## config.mk

```make
export PLATFORM = sky130hd
export DESIGN_NAME = dma_regfile
export DESIGN_NICKNAME = d
export VERILOG_FILES = /design/src/rtl/dma_regfile_pkg.sv /design/src/rtl/dma_chan_regs.sv /design/src/rtl/dma_ctrl_regs.sv /design/src/rtl/dma_regfile.sv
export SDC_FILE = /design/constraint.sdc
export NUM_CORES = 1
export LEC_CHECK = 0
export ABC_AREA = 1
export BUFFER_PORTS_ARGS = -buffer_cell sky130_fd_sc_hd__clkbuf_2
export CORE_UTILIZATION = 60
export CTS_BUF_LIST = sky130_fd_sc_hd__clkbuf_8
export CTS_CLUSTER_SIZE = 14
export DETAILED_ROUTE_END_ITERATION = 10
export GPL_ROUTABILITY_DRIVEN = 0
export HOLD_SLACK_MARGIN = 0.03
export MAX_ROUTING_LAYER = met4
export PLACE_DENSITY = 0.82
export RECOVER_POWER = 25
export SYNTH_ARGS = -nofsm -noshare
export SYNTH_HDL_FRONTEND = slang
export SYNTH_HIERARCHICAL = 1
export SYNTH_SLANG_ARGS = --single-unit
```

## constraint.sdc

```tcl
create_clock -name clk -period 2.55 [get_ports clk]
set_input_delay 0.51 -clock clk [delete_from_list [all_inputs] [get_ports clk]]
set_output_delay 0.51 -clock clk [all_outputs]
set_load 0.01 [all_outputs]
```

## src/rtl/dma_regfile_pkg.sv

```systemverilog
package dma_regfile_pkg;

  localparam int BYTE_W = 8;
  localparam int WORD_W = 2 * BYTE_W;
  localparam int MODE_W = 6;

  // register offsets whose position the host software depends on
  localparam logic [3:0] OFS_CMD     = 4'h8;
  localparam logic [3:0] OFS_SREQ    = 4'h9;
  localparam logic [3:0] OFS_SMASK   = 4'hA;
  localparam logic [3:0] OFS_MODE    = 4'hB;
  localparam logic [3:0] OFS_CLRPTR  = 4'hC;
  localparam logic [3:0] OFS_MCLR    = 4'hD;
  localparam logic [3:0] OFS_CLRMASK = 4'hE;
  localparam logic [3:0] OFS_AMASK   = 4'hF;

  localparam logic [1:0] KIND_CASCADE = 2'b11;

  // stored mode = write byte bits 7:2
  typedef struct packed {
    logic [1:0] kind;       // transfer kind, 11 = cascade
    logic       down;       // address decrements
    logic       auto_init;  // reload at terminal count
    logic [1:0] xdir;       // direction / verify selection
  } mode_t;

  function automatic logic [WORD_W-1:0] put_byte(
    input logic [WORD_W-1:0] word,
    input logic              hi,
    input logic [BYTE_W-1:0] b
  );
    put_byte = hi ? {b, word[BYTE_W-1:0]} : {word[WORD_W-1:BYTE_W], b};
  endfunction

endpackage

```

## src/rtl/dma_chan_regs.sv

```systemverilog
module dma_chan_regs
  import dma_regfile_pkg::*;
(
  input  logic              clk,
  input  logic              rst_n,
  input  logic              addr_wr,
  input  logic              cnt_wr,
  input  logic              byte_hi,
  input  logic [BYTE_W-1:0] wdata,
  input  logic              mode_wr,
  input  mode_t             mode_in,
  input  logic              step,
  output logic [WORD_W-1:0] cur_addr,
  output logic [WORD_W-1:0] cur_cnt,
  output mode_t             mode,
  output logic              tc
);

  logic [WORD_W-1:0] base_addr_q, base_addr_d, cur_addr_q, cur_addr_d;
  logic [WORD_W-1:0] base_cnt_q, base_cnt_d, cur_cnt_q, cur_cnt_d;
  mode_t             mode_q, mode_d;
  logic              reload;

  always_comb begin
    base_addr_d = base_addr_q;
    cur_addr_d  = cur_addr_q;
    base_cnt_d  = base_cnt_q;
    cur_cnt_d   = cur_cnt_q;
    mode_d      = mode_q;
    tc          = step & ~cnt_wr & (cur_cnt_q == '0);
    reload      = tc & mode_q.auto_init;

    if (cnt_wr) begin
      base_cnt_d = put_byte(base_cnt_q, byte_hi, wdata);
      cur_cnt_d  = put_byte(cur_cnt_q, byte_hi, wdata);
    end else if (step) begin
      cur_cnt_d = reload ? base_cnt_q : cur_cnt_q - 1'b1;
    end

    if (addr_wr) begin
      base_addr_d = put_byte(base_addr_q, byte_hi, wdata);
      cur_addr_d  = put_byte(cur_addr_q, byte_hi, wdata);
    end else if (step) begin
      if (reload)           cur_addr_d = base_addr_q;
      else if (mode_q.down) cur_addr_d = cur_addr_q - 1'b1;
      else                  cur_addr_d = cur_addr_q + 1'b1;
    end

    if (mode_wr) mode_d = mode_in;
  end

  always_ff @(posedge clk or negedge rst_n) begin
    if (!rst_n) begin
      base_addr_q <= '0;
      cur_addr_q  <= '0;
      base_cnt_q  <= '0;
      cur_cnt_q   <= '0;
      mode_q      <= '0;
    end else begin
      base_addr_q <= base_addr_d;
      cur_addr_q  <= cur_addr_d;
      base_cnt_q  <= base_cnt_d;
      cur_cnt_q   <= cur_cnt_d;
      mode_q      <= mode_d;
    end
  end

  assign cur_addr = cur_addr_q;
  assign cur_cnt  = cur_cnt_q;
  assign mode     = mode_q;


  cnt_dec_chk: assert property (@(posedge clk) disable iff (!rst_n)
    (step && !cnt_wr && cur_cnt_q != '0) |=> cur_cnt_q == WORD_W'($past(cur_cnt_q) - 1'b1));


  tc_reload_chk: assert property (@(posedge clk) disable iff (!rst_n)
    (step && !cnt_wr && !addr_wr && cur_cnt_q == '0 && mode_q.auto_init)
      |=> (cur_cnt_q == $past(base_cnt_q) && cur_addr_q == $past(base_addr_q)));

endmodule

```

## src/rtl/dma_ctrl_regs.sv

```systemverilog
module dma_ctrl_regs
  import dma_regfile_pkg::*;
#(
  parameter int NCH = 4
) (
  input  logic              clk,
  input  logic              rst_n,
  input  logic              mclr,
  input  logic              cmd_wr,
  input  logic              req_wr,
  input  logic              smask_wr,
  input  logic              amask_wr,
  input  logic              clrmask_wr,
  input  logic              stat_rd,
  input  logic [BYTE_W-1:0] wdata,
  input  logic [NCH-1:0]    tc_set,
  input  logic [NCH-1:0]    hw_req,
  output logic [NCH-1:0]    mask,
  output logic [BYTE_W-1:0] cmd,
  output logic [2*NCH-1:0]  status
);

  localparam int CHW = $clog2(NCH);

  logic [NCH-1:0]    mask_q, mask_d, sreq_q, sreq_d, tc_q, tc_d;
  logic [BYTE_W-1:0] cmd_q, cmd_d;

  always_comb begin
    mask_d = mask_q;
    sreq_d = sreq_q;
    cmd_d  = cmd_q;
    tc_d   = (stat_rd ? '0 : tc_q) | tc_set;
    if (mclr) begin
      mask_d = '1;
      sreq_d = '0;
      cmd_d  = '0;
      tc_d   = '0;
    end else begin
      if (clrmask_wr)    mask_d = '0;
      else if (amask_wr) mask_d = wdata[NCH-1:0];
      else if (smask_wr) mask_d[wdata[CHW-1:0]] = wdata[2];
      if (req_wr) sreq_d[wdata[CHW-1:0]] = wdata[2];
      if (cmd_wr) cmd_d = wdata;
    end
  end

  always_ff @(posedge clk or negedge rst_n) begin
    if (!rst_n) begin
      mask_q <= '1;
      sreq_q <= '0;
      cmd_q  <= '0;
      tc_q   <= '0;
    end else begin
      mask_q <= mask_d;
      sreq_q <= sreq_d;
      cmd_q  <= cmd_d;
      tc_q   <= tc_d;
    end
  end

  assign mask   = mask_q;
  assign cmd    = cmd_q;
  assign status = {sreq_q | hw_req, tc_q};


  mclr_state_chk: assert property (@(posedge clk) disable iff (!rst_n)
    mclr |=> (mask_q == '1 && cmd_q == '0 && sreq_q == '0 && tc_q == '0));


  tc_latch_chk: assert property (@(posedge clk) disable iff (!rst_n)
    (|tc_set && !mclr) |=> ((tc_q & $past(tc_set)) == $past(tc_set)));


  tc_clear_chk: assert property (@(posedge clk) disable iff (!rst_n)
    (stat_rd && tc_set == '0) |=> tc_q == '0);

endmodule

```

## src/rtl/dma_regfile.sv

```systemverilog
module dma_regfile
  import dma_regfile_pkg::*;
#(
  parameter int NCH = 4
) (
  input  logic                  clk,
  input  logic                  rst_n,
  input  logic [3:0]            reg_addr,
  input  logic                  reg_wr,
  input  logic                  reg_rd,
  input  logic [BYTE_W-1:0]     reg_wdata,
  output logic [BYTE_W-1:0]     reg_rdata,
  input  logic [NCH-1:0]        xfer_step,
  input  logic [NCH-1:0]        hw_req,
  output logic [NCH*WORD_W-1:0] cur_addr,
  output logic [NCH*WORD_W-1:0] cur_count,
  output logic [NCH*MODE_W-1:0] chan_mode,
  output logic [NCH-1:0]        chan_en,
  output logic [NCH-1:0]        chan_cascade,
  output logic [BYTE_W-1:0]     cmd_out
);

  localparam int CHW = $clog2(NCH);

  logic              rd_fire, acc16, wr16, mclr, ptr_q, ptr_d;
  logic [CHW-1:0]    port_ch;
  logic [WORD_W-1:0] ca [NCH];
  logic [WORD_W-1:0] cc [NCH];
  mode_t             md [NCH];
  logic [NCH-1:0]    tc_set, mask;
  logic [2*NCH-1:0]  status;
  logic [WORD_W-1:0] rd_word;

  assign rd_fire = reg_rd & ~reg_wr;
  assign wr16    = reg_wr & ~reg_addr[3];
  assign acc16   = (reg_wr | rd_fire) & ~reg_addr[3];
  assign mclr    = reg_wr & (reg_addr == OFS_MCLR);
  assign port_ch = reg_addr[CHW:1];

  always_comb begin
    ptr_d = ptr_q;
    if (mclr || (reg_wr && reg_addr == OFS_CLRPTR)) ptr_d = 1'b0;
    else if (acc16)                                  ptr_d = ~ptr_q;
  end

  always_ff @(posedge clk or negedge rst_n) begin
    if (!rst_n) ptr_q <= 1'b0;
    else        ptr_q <= ptr_d;
  end

  for (genvar n = 0; n < NCH; n++) begin : g_ch
    dma_chan_regs u_ch (
      .clk      (clk),
      .rst_n    (rst_n),
      .addr_wr  (wr16 && port_ch == CHW'(n) && !reg_addr[0]),
      .cnt_wr   (wr16 && port_ch == CHW'(n) && reg_addr[0]),
      .byte_hi  (ptr_q),
      .wdata    (reg_wdata),
      .mode_wr  (reg_wr && reg_addr == OFS_MODE && reg_wdata[CHW-1:0] == CHW'(n)),
      .mode_in  (mode_t'(reg_wdata[BYTE_W-1:BYTE_W-MODE_W])),
      .step     (xfer_step[n]),
      .cur_addr (ca[n]),
      .cur_cnt  (cc[n]),
      .mode     (md[n]),
      .tc       (tc_set[n])
    );
    assign cur_addr[n*WORD_W +: WORD_W]  = ca[n];
    assign cur_count[n*WORD_W +: WORD_W] = cc[n];
    assign chan_mode[n*MODE_W +: MODE_W] = md[n];
    assign chan_cascade[n]               = (md[n].kind == KIND_CASCADE);
  end

  dma_ctrl_regs #(.NCH(NCH)) u_ctrl (
    .clk        (clk),
    .rst_n      (rst_n),
    .mclr       (mclr),
    .cmd_wr     (reg_wr && reg_addr == OFS_CMD),
    .req_wr     (reg_wr && reg_addr == OFS_SREQ),
    .smask_wr   (reg_wr && reg_addr == OFS_SMASK),
    .amask_wr   (reg_wr && reg_addr == OFS_AMASK),
    .clrmask_wr (reg_wr && reg_addr == OFS_CLRMASK),
    .stat_rd    (rd_fire && reg_addr == OFS_CMD),
    .wdata      (reg_wdata),
    .tc_set     (tc_set),
    .hw_req     (hw_req),
    .mask       (mask),
    .cmd        (cmd_out),
    .status     (status)
  );

  assign chan_en = ~mask & {NCH{~cmd_out[2]}};

  always_comb begin
    rd_word   = reg_addr[0] ? cc[port_ch] : ca[port_ch];
    reg_rdata = '0;
    if (reg_rd) begin
      if (!reg_addr[3])              reg_rdata = ptr_q ? rd_word[WORD_W-1:BYTE_W] : rd_word[BYTE_W-1:0];
      else if (reg_addr == OFS_CMD)  reg_rdata = BYTE_W'(status);
    end
  end


  ptr_clear_chk: assert property (@(posedge clk) disable iff (!rst_n)
    (reg_wr && reg_addr == OFS_CLRPTR) |=> !ptr_q);


  ptr_flip_chk: assert property (@(posedge clk) disable iff (!rst_n)
    (rd_fire && !reg_addr[3]) |=> ptr_q != $past(ptr_q));

endmodule

```

==> reports/summary.txt <==
status = finished with violations
failing checks = negative setup slack
Mean Syn Cell Area = 6.58 µm²
Clk Latency, worst-skew pair = 0.62 ns
Overall Power = 24.8 mW
Critical Path AT = 2.05 ns
slowest stage delay, CP = 0.47 ns
fraction of registers with async set/reset = 100%
WL final = 71.2 mm
die height = 190 µm
global-route wire length before repair = 111 mm
Synth top area share = 35.0%
Logic pwr share = 44.9%
Cell variety after synth = 44
fin. max-slew vios = 0
Synth Register Bits = 301
Bufs on Longest Clock Path = 3
net switching power = 11.6 mW
root buffer cell = clkbuf_8
Core Region = 34700 µm²
final core utilization = 70.7%
vias in the first global route = 21800
Initial DRC Count = 2750
critical path type = register to output pin
GRT Residual Overflow = 0
Die Area = 36100 µm²
Routed Antenna Nets = 0
Synthesis Warnings = 6
Final nets = 3597
Clk pwr share = 18.7%
total global-route track usage = 40.4%
starting density of the core = 61.2%
switching share of power = 47.0%
Reg power frac = 36.4%
Reg2Reg Depth = 12
layout cells sized above 1 = 16.1%
Cell Chain, Critical Path = nand3_1 -> nand2_1 -> inv_1 -> nand3_1 -> nand2_1 -> nand2_1 -> nand3_1 -> nand2_1 -> clkbuf_2
Worst Hold Class = input pin to register
clk sinks = 301
Via Count = 23100
initial antenna violation count = 3
clk slew on worst S/H paths = 0.06 ns
final worst slack = -0.00703 ns
max frequency = 0.391 GHz
Hold Path Stages = 3
top post-synthesis cells by area = dfrtp_1 35%, nand2_1 24%, inv_1 7.4%
largest net degree at the start of global routing = 67
post-route cell area = 24500 µm²
TritonCTS Buffers = 51
row count = 68
post-CTS setup-driven buffer insertion count = 0
number of synthesized flops with an enable pin = 0
final worst-path cycle share = 100%
max-cap violations = 0
HPWL after DPL = 51.9 mm
post-synth top area cell = dfrtp_1
prevailing post-synth register cell = dfrtp_1
fin cells = 4002
VDD IR max = 0.600 mV
Detailed Routing Iterations Pass 1 = 7
Inst Count DP = 3904
startpoint types = register
I/O Buffers = 199
post-synth net total = 3320
Mapped Area = 21200 µm²
P&R area growth vs syn = 15.6%
Most common cell on crit path = nand2_1
Avg Vias per Cell = 5.77
Crit Path Max Fanout = 4
Final Hold Fails = 0
Setup-failing EPs final = 1
Gate Count Post-Synth = 3228
DRC = 0
Seq/Total Area, Yosys = 35.5%
placed inst area = 23300 µm²
clk_skew = 0.0167 ns
P_int = 13.1 mW
Leak = 14.4 nW
CTS tree = built
# IOs = 200
Critical Path Slowest Stage Cell = dfrtp_1
DR WL/cell = 17.8 µm
CTS H-tree depth = 2
Critical Path RT = 2.04 ns
crit end category = output pin
pwr dens = 1010 nW/µm²
Tmin final = 2.56 ns
die width = 190 µm
Slew headroom = 21.6%
Slew @ Worst Pin = 1.18 ns
power by group through the flow:
stage / Combinational (mW) / Sequential [mW] / Clock [mW]
after CTS: 10.9 / 8.77 / 4.66
after floorplan: 7.24 / 8.21 / 0
final: 11.1 / 9.01 / 4.63
after global placement: 10.5 / 8.81 / 0
after global routing: 12.5 / 9.05 / 4.90
after detailed placement: 10.8 / 8.83 / 0
logic make-up (layout without fill, tap and decap cells):
kind of cell             count (synthesis)  after routing  share of synthesized area (%)
flip-flops                             301            301                           35.5
XOR/XNOR                                52             52                           2.15
other                                    0              3                              0
adder cells (fa/ha/maj)                 68             68                           4.15
AO/OA/AOI/OAI                          276            276                           8.33
buffers and inverters                  529            845                           10.3
AND/OR/NAND/NOR                       1977           1977                           38.2
multiplexers                            25             25                           1.32
critical path: cells and delay by family, from the launching register on:
| family | cells | cell delay, ns |
|---|---|---|
| flip-flops | 1 | 0.47 |
| AND/OR/NAND/NOR | 7 | 0.78 |
| buffers and inverters | 2 | 0.18 |
sequential cells by signal (all words and copies together), names as in the netlist:
register,cells
g_ch.u_ch/base_addr_q,64
g_ch.u_ch/base_cnt_q,64
g_ch.u_ch/cur_addr,64
g_ch.u_ch/cur_cnt,64
g_ch.u_ch/mode,24
u_ctrl/cmd,8
u_ctrl/mask,4
u_ctrl/sreq_q,4
u_ctrl/tc_q,4
ptr_q,1
stage by stage:
| stage | TNS (ns) | hold slack [ns] | worst slack [ns] |
|---|---|---|---|
| final | -0.00703 | 0.317 | -0.00703 |
| after global routing | -0.0602 | 0.344 | -0.0602 |
| after CTS | 0 | 0.286 | 0.00365 |
| after detailed placement | -0.373 | 0.433 | -0.0823 |
| after global placement | -0.0227 | 0.434 | -0.0173 |
| after floorplan | 0 | 0.214 | 0.237 |
final cells by class:
cell class	instances	area, µm²
Tap cell	455	569
Clock buffer	67	922
Clock inverter	25	170
Timing Repair Buffer	307	2100
Inverter	446	1680
Sequential cell	301	7580
Antenna cell	3	7.51
Multi-Input combinational cell	2398	11500
Fill cell	2854	10200
Yosys cell counts, types with 25 or more instances:
cell type / instances
a21oi_1: 63
clkbuf_1: 32
dfrtp_1: 297
ha_1: 64
inv_1: 420
nand2_1: 1350
nand3_1: 287
nor2_1: 234
nor3_1: 31
o211ai_2: 38
o21ai_0: 118
o21ai_1: 25
xor2_1: 28
routing by layer:
layer / track usage, % / up-vias / part of all wire (%) / wire length, µm
met2: 61.9 / 1385 / 45 / 31800
met5: - / - / 0 / 0
met1: 50.8 / 10700 / 39 / 27500
li1: - / 10600 / - / -
met4: 20.9 / 0 / 5.4 / 3830
met3: 7.78 / 315 / 11 / 8110
cell usage in the layout, fill, tap and decap left out, types with 5 or more instances in the layout:
| master | n |
|---|---|
| nand4_1 | 14 |
| ha_1 | 64 |
| inv_2 | 17 |
| nand3b_1 | 6 |
| buf_12 | 20 |
| dfrtp_2 | 36 |
| o21bai_1 | 10 |
| xnor2_1 | 24 |
| buf_4 | 84 |
| nor2_1 | 234 |
| o211ai_2 | 38 |
| nor2_4 | 7 |
| o21ai_2 | 6 |
| nand2_2 | 7 |
| dfrtp_1 | 261 |
| or2_2 | 10 |
| a21oi_1 | 63 |
| inv_1 | 432 |
| xor2_1 | 28 |
| nand2_1 | 1348 |
| nand3_1 | 287 |
| clkbuf_2 | 198 |
| o211ai_1 | 11 |
| o21ai_1 | 25 |
| nor2_2 | 19 |
| clkinvlp_4 | 5 |
| nor3_1 | 31 |
| o21ai_0 | 118 |
| clkbuf_8 | 67 |
| clkinv_2 | 11 |
| mux2_2 | 24 |
worst paths after layout:
path	startpoint	endpoint	slack, ns
setup / recovery	g_ch[3].u_ch/cur_addr[12]$_DFFE_PN0P_	reg_rdata[4]	-0.007
hold / removal	reg_rd	ptr_q$_DFFE_PN0P_	0.32
setup reg to reg	g_ch[0].u_ch/mode[3]$_DFFE_PN0P_	g_ch[0].u_ch/cur_addr[15]$_DFFE_PN0P_	0.31
hold reg to reg	g_ch[1].u_ch/base_addr_q[2]$_DFFE_PN0P_	g_ch[1].u_ch/base_addr_q[2]$_DFFE_PN0P_	0.47
max in group asynchronous	rst_n	g_ch[3].u_ch/cur_cnt[9]$_DFFE_PN0P_	0.45
min in group asynchronous	rst_n	g_ch[1].u_ch/cur_cnt[15]$_DFFE_PN0P_	0.66
what timing repair did:
| action | in CTS | in global routing |
|---|---|---|
| hold buffers | 1 | 0 |
| setup endpoints to repair | 0 | 8 |
| endpoints found under the hold margin | 37 | 0 |
| gates resized for setup | 0 | 42 |
Power figures use the tool's default switching activity.
